===== src/rtl/pgf_pkg.sv =====
package pgf_pkg;

    // Filter clock choice shared by the whole bank
    typedef enum logic {
        FCLK_BUS  = 1'b0,
        FCLK_SLOW = 1'b1
    } fclk_sel_e;

    // Tick qualifier: bus rate ticks every cycle, slow rate follows the strobe
    function automatic logic fclk_tick(input fclk_sel_e sel, input logic strobe);
        return (sel == FCLK_SLOW) ? strobe : 1'b1;
    endfunction

endpackage


===== src/rtl/pgf_tick_sel.sv =====
module pgf_tick_sel
    import pgf_pkg::*;
(
    input  logic clk,
    input  logic rst_n,
    input  logic sel_i,
    input  logic strobe_i,
    output logic tick_o
);
    fclk_sel_e sel_e;

    always_comb begin
        sel_e  = fclk_sel_e'(sel_i);
        tick_o = fclk_tick(sel_e, strobe_i);
    end

    // At bus rate no cycle is ever skipped
    assert_bus_every_cycle_R5: assert property (@(posedge clk) disable iff (!rst_n)
        (sel_i == 1'b0) |-> tick_o);

endmodule


===== src/rtl/pgf_pin_cell.sv =====
module pgf_pin_cell #(
    parameter int CW = 5
) (
    input  logic          clk,
    input  logic          rst_n,
    input  logic          pin_i,
    input  logic          en_i,
    input  logic          tick_i,
    input  logic [CW-1:0] width_i,
    output logic          out_o
);
    typedef struct packed {
        logic          lvl;
        logic [CW-1:0] cnt;
    } cell_st_t;

    cell_st_t st_d, st_q;

    always_comb begin
        st_d = st_q;
        if (!en_i) begin
            // bypassed: keep the stored level aligned with the input
            st_d.lvl = pin_i;
            st_d.cnt = '0;
        end else if (pin_i == st_q.lvl) begin
            st_d.cnt = '0;
        end else if (tick_i) begin
            if (st_q.cnt >= width_i) begin
                st_d.lvl = pin_i;
                st_d.cnt = '0;
            end else begin
                st_d.cnt = st_q.cnt + 1'b1;
            end
        end
    end

    always_ff @(posedge clk or negedge rst_n) begin
        if (!rst_n) begin
            st_q <= '0;
        end else begin
            st_q <= st_d;
        end
    end

    assign out_o = en_i ? st_q.lvl : pin_i;

    // An enabled filter only moves its level on a tick
    assert_move_on_tick_R5: assert property (@(posedge clk) disable iff (!rst_n)
        (en_i && $past(en_i) && (st_q.lvl != $past(st_q.lvl))) |-> $past(tick_i));

    // No tick, pending difference: count holds
    assert_hold_no_tick_R5: assert property (@(posedge clk) disable iff (!rst_n)
        (en_i && !tick_i && (pin_i != st_q.lvl)) |=> $stable(st_q.cnt));

    // A new level is always the sampled input
    assert_takes_input_R3: assert property (@(posedge clk) disable iff (!rst_n)
        (st_q.lvl != $past(st_q.lvl)) |-> (st_q.lvl == $past(pin_i)));

    // Agreement clears the count
    assert_cnt_clear_R6: assert property (@(posedge clk) disable iff (!rst_n)
        (en_i && (pin_i == st_q.lvl)) |=> (st_q.cnt == '0));

    // Disabled filter tracks input, so enabling causes no edge
    assert_load_on_bypass_R7: assert property (@(posedge clk) disable iff (!rst_n)
        (!en_i) |=> (st_q.lvl == $past(pin_i)));

endmodule


===== src/rtl/pin_glitch_filter.sv =====
module pin_glitch_filter #(
    parameter int NUM_PINS   = 32,
    parameter int WIDTH_BITS = 5
) (
    input  logic                  clk,
    input  logic                  rst_n,
    input  logic [NUM_PINS-1:0]   pin_sync_i,
    input  logic [NUM_PINS-1:0]   filt_en_i,
    input  logic [WIDTH_BITS-1:0] filt_width_i,
    input  logic                  filt_clk_sel_i,
    input  logic                  slow_tick_i,
    output logic [NUM_PINS-1:0]   pin_out_o
);
    logic tick;

    pgf_tick_sel u_tick (
        .clk      (clk),
        .rst_n    (rst_n),
        .sel_i    (filt_clk_sel_i),
        .strobe_i (slow_tick_i),
        .tick_o   (tick)
    );

    for (genvar p = 0; p < NUM_PINS; p++) begin : g_pin
        pgf_pin_cell #(.CW(WIDTH_BITS)) u_cell (
            .clk     (clk),
            .rst_n   (rst_n),
            .pin_i   (pin_sync_i[p]),
            .en_i    (filt_en_i[p]),
            .tick_i  (tick),
            .width_i (filt_width_i),
            .out_o   (pin_out_o[p])
        );
    end

endmodule


===== config.mk =====
export PLATFORM = sky130hd
export DESIGN_NAME = pin_glitch_filter
export DESIGN_NICKNAME = d
export VERILOG_FILES = /design/src/rtl/pgf_pkg.sv /design/src/rtl/pgf_tick_sel.sv /design/src/rtl/pgf_pin_cell.sv /design/src/rtl/pin_glitch_filter.sv
export SDC_FILE = /design/constraint.sdc
export NUM_CORES = 1
export LEC_CHECK = 0
export BUFFER_PORTS_ARGS = -buffer_cell sky130_fd_sc_hd__buf_4
export CORE_MARGIN = 4
export CORE_UTILIZATION = 55
export DETAILED_ROUTE_END_ITERATION = 10
export HOLD_SLACK_MARGIN = 0.1
export PLACE_DENSITY = 0.75
export SLEW_MARGIN = 30
export SYNTH_ARGS = -nofsm -noshare
export SYNTH_HDL_FRONTEND = slang
export SYNTH_SLANG_ARGS = --single-unit

===== constraint.sdc =====
create_clock -name clk -period 2.1 [get_ports clk]
set_input_delay 0.42 -clock clk [delete_from_list [all_inputs] [get_ports clk]]
set_output_delay 0.42 -clock clk [all_outputs]
set_load 0.05 [all_outputs]

## After elaboration in Yosys (flattened, before gate mapping)

Cells that the tools add are included.

| operators by class | value |
|---|---|
| add/subtract/negate cells | 32 |
| magnitude comparators | 32 |
| equality and inequality tests | 160 |
| multiplexer cells | 225 |
| reduce and logical (&&, ||, !) cells | 32 |

Operators with widths:

| kind | number |
|---|---|
| 2-to-1 mux 6 bit | 64 |
| 2-to-1 mux 5 bit | 64 |
| adder 5 x 1 -> 5 bit, second input constant | 32 |
| >= comparator 5 bit | 32 |
| inequality test 2 x 1 -> 1 bit, second input constant | 64 |
| 2-to-1 mux 1 bit | 97 |
| inequality test 3 x 1 -> 1 bit, second input constant | 32 |
| AND reduction 3 bit | 32 |
| inequality test 2 bit, second input constant | 32 |
| equality test 1 bit | 32 |

| word-level totals | value |
|---|---|
| register bits | 192 |
| output and inout bits | 32 |

## Depth between registers and ports, before layout

| logic depth | value |
|---|---|
| word-level depth | 5 |
| mapped depth | 8 |
| gate-level depth less buffers | 7 |

## Modules after synthesis

Synthesis repeated with hierarchy kept, for this count alone.

| second synthesis, totals | value |
|---|---|
| cells, all modules | 1473 |
| area total of the unflattened synthesis | 14860.5 um2 |

By module, submodules not included:

| module | times used | cells an instance | area each (um2) | sequential area each (um2) |
|---|---|---|---|---|
| pgf_pin_cell | 32 | 46 | 464.2 | 150.1 |
| pgf_tick_sel | 1 | 1 | 6.3 | 0.0 |

## Worst setup path before layout

No wires, ideal clock.

| timing | value |
|---|---|
| path kind | input port to flip-flop |
| start point | input port filt_width_i[2] |
| end point | register g_pin[10].u_cell.st_q[5] (netlist name) |
| library setup time | 0.125 ns |
| arrival time | 2.370 ns |
| required time | 1.975 ns |
| path slack | -0.395 ns |
| stages | 7 |
| path buffers | 0 |
| path through | inv_1 -> ha_1 -> a21oi_1 -> o21ai_0 -> a31oi_1 -> nor2_1 -> mux2_2 |

| between the ends | value |
|---|---|
| longest elaborated chain between the ends | 3 |

RTL lines:

| item | line | text |
|---|---|---|
| start: declaration | pin_glitch_filter.sv:9 | `input logic [WIDTH_BITS-1:0] filt_width_i,` |
| >= comparator 5 bit | pgf_pin_cell.sv:28 | `if (st_q.cnt >= width_i) begin` |
| inequality test 2 x 1 -> 1 bit (no source line) | - |  |
| AND reduction 3 bit (no source line) | - |  |
| end signal: assignment | pgf_pin_cell.sv:41 | `st_q <= st_d;` |
| end: declaration | pgf_pin_cell.sv:17 | `cell_st_t st_d, st_q;` |

Every way passes these cells.
A chain may end at the register's enable or synchronous reset.

## Worst setup path in the final report

| timing | value |
|---|---|
| start point | register g_pin[15].u_cell.st_q[2] (netlist name) |
| end point | register g_pin[15].u_cell.st_q[5] (netlist name) |

| between the ends | value |
|---|---|
| longest elaborated chain between the ends | 3 |

RTL lines:

| item | line |
|---|---|
| start: declaration | pgf_pin_cell.sv:17 |
| start signal: assignment | pgf_pin_cell.sv:41 |
| >= comparator 5 bit | pgf_pin_cell.sv:28 |
| inequality test 2 x 1 -> 1 bit (no source line) | - |
| AND reduction 3 bit (no source line) | - |

Every way passes these cells.

==> run_results.csv <==
group,metric,value,unit
synth,synth_edf_count,0,
pwr,p_sw_share,32.3,%
synth,yosys-top-cells-area,"dfrtp_1 34%, ha_1 17%, nand2_1 7.0%",
status,status,"completed",
pwr,p_sw,0.00325,W
floorplanning,placeableCoreArea,25100,sq um
finish,layout-drive-gt1-share,17.7,%
grt,grt_usage,22.3,%
clocking,clk_latency,0.43,ns
job,drv_cap,0,
synth,netlist_area,14000,sq um
synth,yosys_most_used_dff,"dfrtp_1",
sta,fin_skew,0.0109,ns
pwr,ir_worst_vdd,405,uV
route,drt_iter0_markers,760,
critical_path,crit_fanout,6,
sta,hold-worst-slack,0.242,ns
critical_path,crit_arrival,2.20,ns
finish,largest_register_ffs,192,
route,wl_per_cell,15.4,microns
sta,layout_min_cycle_time,1.88,ns
synth,yosysTopAreaCellShare,34.3,%
sta,setup_violations,0,
sta,hold_violations,0,
clocking,clkTransAtPathRegs,0.07,ns
clocking,clkSinkCount,192,
sta,tightestPinTransition,0.541,ns
route,viasPerCell,5.82,
clocking,tritoncts,"done",
grt,grt_pass1_wl,53.4,mm
pwr,p_clk_share,32.2,%
synth,yosysSeqAreaShare,34.3,%
clocking,cts_setup_buffers,0,
finish,diodes,0,
synth,avgSynthCellArea,8.99,sq um
critical_path,start_kind,"flip-flop",
clocking,cts_buffers,17,
synth,yosysMostFrequentCell,"nand2_1",
place,dp_hpwl,22.7,mm
finish,reg_top3,"g_pin.u_cell.st_q x192",
synth,synth_common_cells,"260 x nand2_1, 192 x dfrtp_1, 192 x ha_1",
place,placed_area,15600,sq um
grt,grt_pass1_vias,11512,
clocking,clockBufferDepth,2,
route,drt_pass1_iterations,5,
clocking,cts_resized,0,
pwr,leakage,7.31,nW
floorplanning,fp.dieW,168,microns
sta,period_share,89.7,%
critical_path,worstSetupPathType,"flip-flop to flip-flop",
finish,final_util,64.2,%
place,pre_cts_ws,-0.185,ns
hold_path,hp-class,"primary input to flip-flop",
pwr,p_int,0.00681,W
synth,postSynthCellCount,1559,
finish,top_register,"g_pin.u_cell.st_q",
pwr,p_per_area,623,nW/um^2
grt,grt_max_degree,46,
critical_path,rrSetupSlack,0.22,ns
clocking,htree_levels,4,
sta,setup_tns,0,ns
sta,worst_slack,0.217,ns
route,num_vias,11725,
synth,netlist.top_cell.by_area,"dfrtp_1",
synth,yosys_warnings,0,
sta,relSlewSlack,63.6,%
clocking,cts-root-buf,"clkbuf_16",
finish,area_growth,15.1,%
pwr,combinationalPowerShare,25.4,%
synth,ys_types,50,
synth,ys_seq_elements,192,
synth,synthArstFlopShare,100,%
route,drcViolationCount,0,
floorplanning,num_rows,58,
finish,fin_nets,1940,
sta,rsz0062_at_grt,"false",
floorplanning,die_h,168,microns
floorplanning,dieArea,28100,sq um
finish,stdcell_area,16100,sq um
route,ant_nets,0,
sta,slew_viol_final,0,
critical_path,critical_path_required,2.41,ns
grt,overflow,0,
floorplanning,start_util,55.8,%
place,place_congestion,0.835,
grt,antenna_found_initial,0,
sta,fmax,0.531,GHz
place,io_buffers,104,
floorplanning,io_pins,105,
route,wl,31.1,mm
synth,syn_nets,1824,
critical_path,end_kind,"flip-flop",
pwr,pwr-share-seq,42.5,%
[cell usage in the layout (no fill, tap or decap), types with 22 or more instances in the layout]
cell type,synthesis,layout
ha_1,192,189
nand3_1,134,134
nand3b_1,50,50
nor2b_1,38,38
xnor2_1,26,26
mux2_2,64,64
dfrtp_1,192,192
a31oi_1,72,51
xor2_1,40,40
a21oi_1,89,88
inv_1,48,44
o21ai_0,78,72
buf_4,33,148
nor3_1,27,27
nor2_1,47,47
nand4b_1,22,22
nand2_1,260,260
[power by group through the flow]
stage	sequential [W]	combinational (W)	clock (W)
3_5_place_dp	0.00434	0.00256	0
4_1_cts	0.00427	0.00257	0.00332
2_1_floorplan	0.00426	0.00181	0
5_1_grt	0.00432	0.00287	0.00345
3_3_place_gp	0.00432	0.00246	0
6_report	0.00427	0.00255	0.00324
[path summary, 6_finish.rpt]
kind / cells after the start / start / to
worst max-delay path: 6 / g_pin[15].u_cell.st_q[2]$_DFFE_PN0P_ / g_pin[15].u_cell.st_q[5]$_DFFE_PN0P_
worst min-delay path: 2 / pin_sync_i[27] / g_pin[27].u_cell.st_q[5]$_DFFE_PN0P_
worst max register to register: 6 / g_pin[15].u_cell.st_q[2]$_DFFE_PN0P_ / g_pin[15].u_cell.st_q[5]$_DFFE_PN0P_
worst min register to register: 1 / g_pin[18].u_cell.st_q[0]$_DFFE_PN0P_ / g_pin[18].u_cell.st_q[0]$_DFFE_PN0P_
max in group asynchronous: 3 / rst_n / g_pin[10].u_cell.st_q[0]$_DFFE_PN0P_
min in group asynchronous: 2 / rst_n / g_pin[12].u_cell.st_q[3]$_DFFE_PN0P_
[repair_timing]
item / 4_1_cts / 5_1_grt
setup endpoints to repair: 0 / 0
hold buffers: 1 / 0
endpoints found under the hold margin: 39 / 0
[cell type report]
class                      instances  area, sq um
inverter                          48          195
fill                            2071         8980
multi-input combinational       1254         8780
clock buffer                      20          447
tap                              330          413
sequential                       192         4800
clock inverter                     9          114
timing repair buffer             162         1380
[logic make-up after synthesis]
| group | Yosys count | synth area share (%) |
|---|---|---|
| simple gates | 659 | 23.7 |
| flops | 192 | 34.3 |
| buf+inv | 113 | 4.42 |
| fa+ha+maj | 192 | 17.1 |
| xor+xnor | 66 | 4.13 |
| mux | 64 | 5.14 |
| compound gates | 273 | 11.2 |
[stage by stage]
stage | total power, W | std cells
4_1_cts | 0.0102 | 2015
5_1_grt | 0.0106 | 2015
3_3_place_gp | 0.00679 | 1985
6_report | 0.0101 | 2015
2_1_floorplan | 0.00607 | 1559
3_5_place_dp | 0.00689 | 1985
[worst max-delay path: stages (launching register included)]
cell and delay, ns:
dfrtp_1 0.43, ha_1 0.31, a21oi_1 0.15, o21ai_0 0.12, a31oi_2 0.37, nor2_1 0.11, mux2_2 0.28
[per-layer routing]
| layer | wire [microns] | vias up | share of wire, % | track usage [%] |
|---|---|---|---|---|
| met1 | 14100 | 5641 | 45 | 29.7 |
| li1 | - | 5828 | - | - |
| met4 | 310 | 0 | 1.0 | 5.29 |
| met5 | 0 | - | 0 | 0 |
| met3 | 1170 | 29 | 3.8 | 3.16 |
| met2 | 15500 | 227 | 50 | 38.5 |
(Power assumes the default switching activity.)
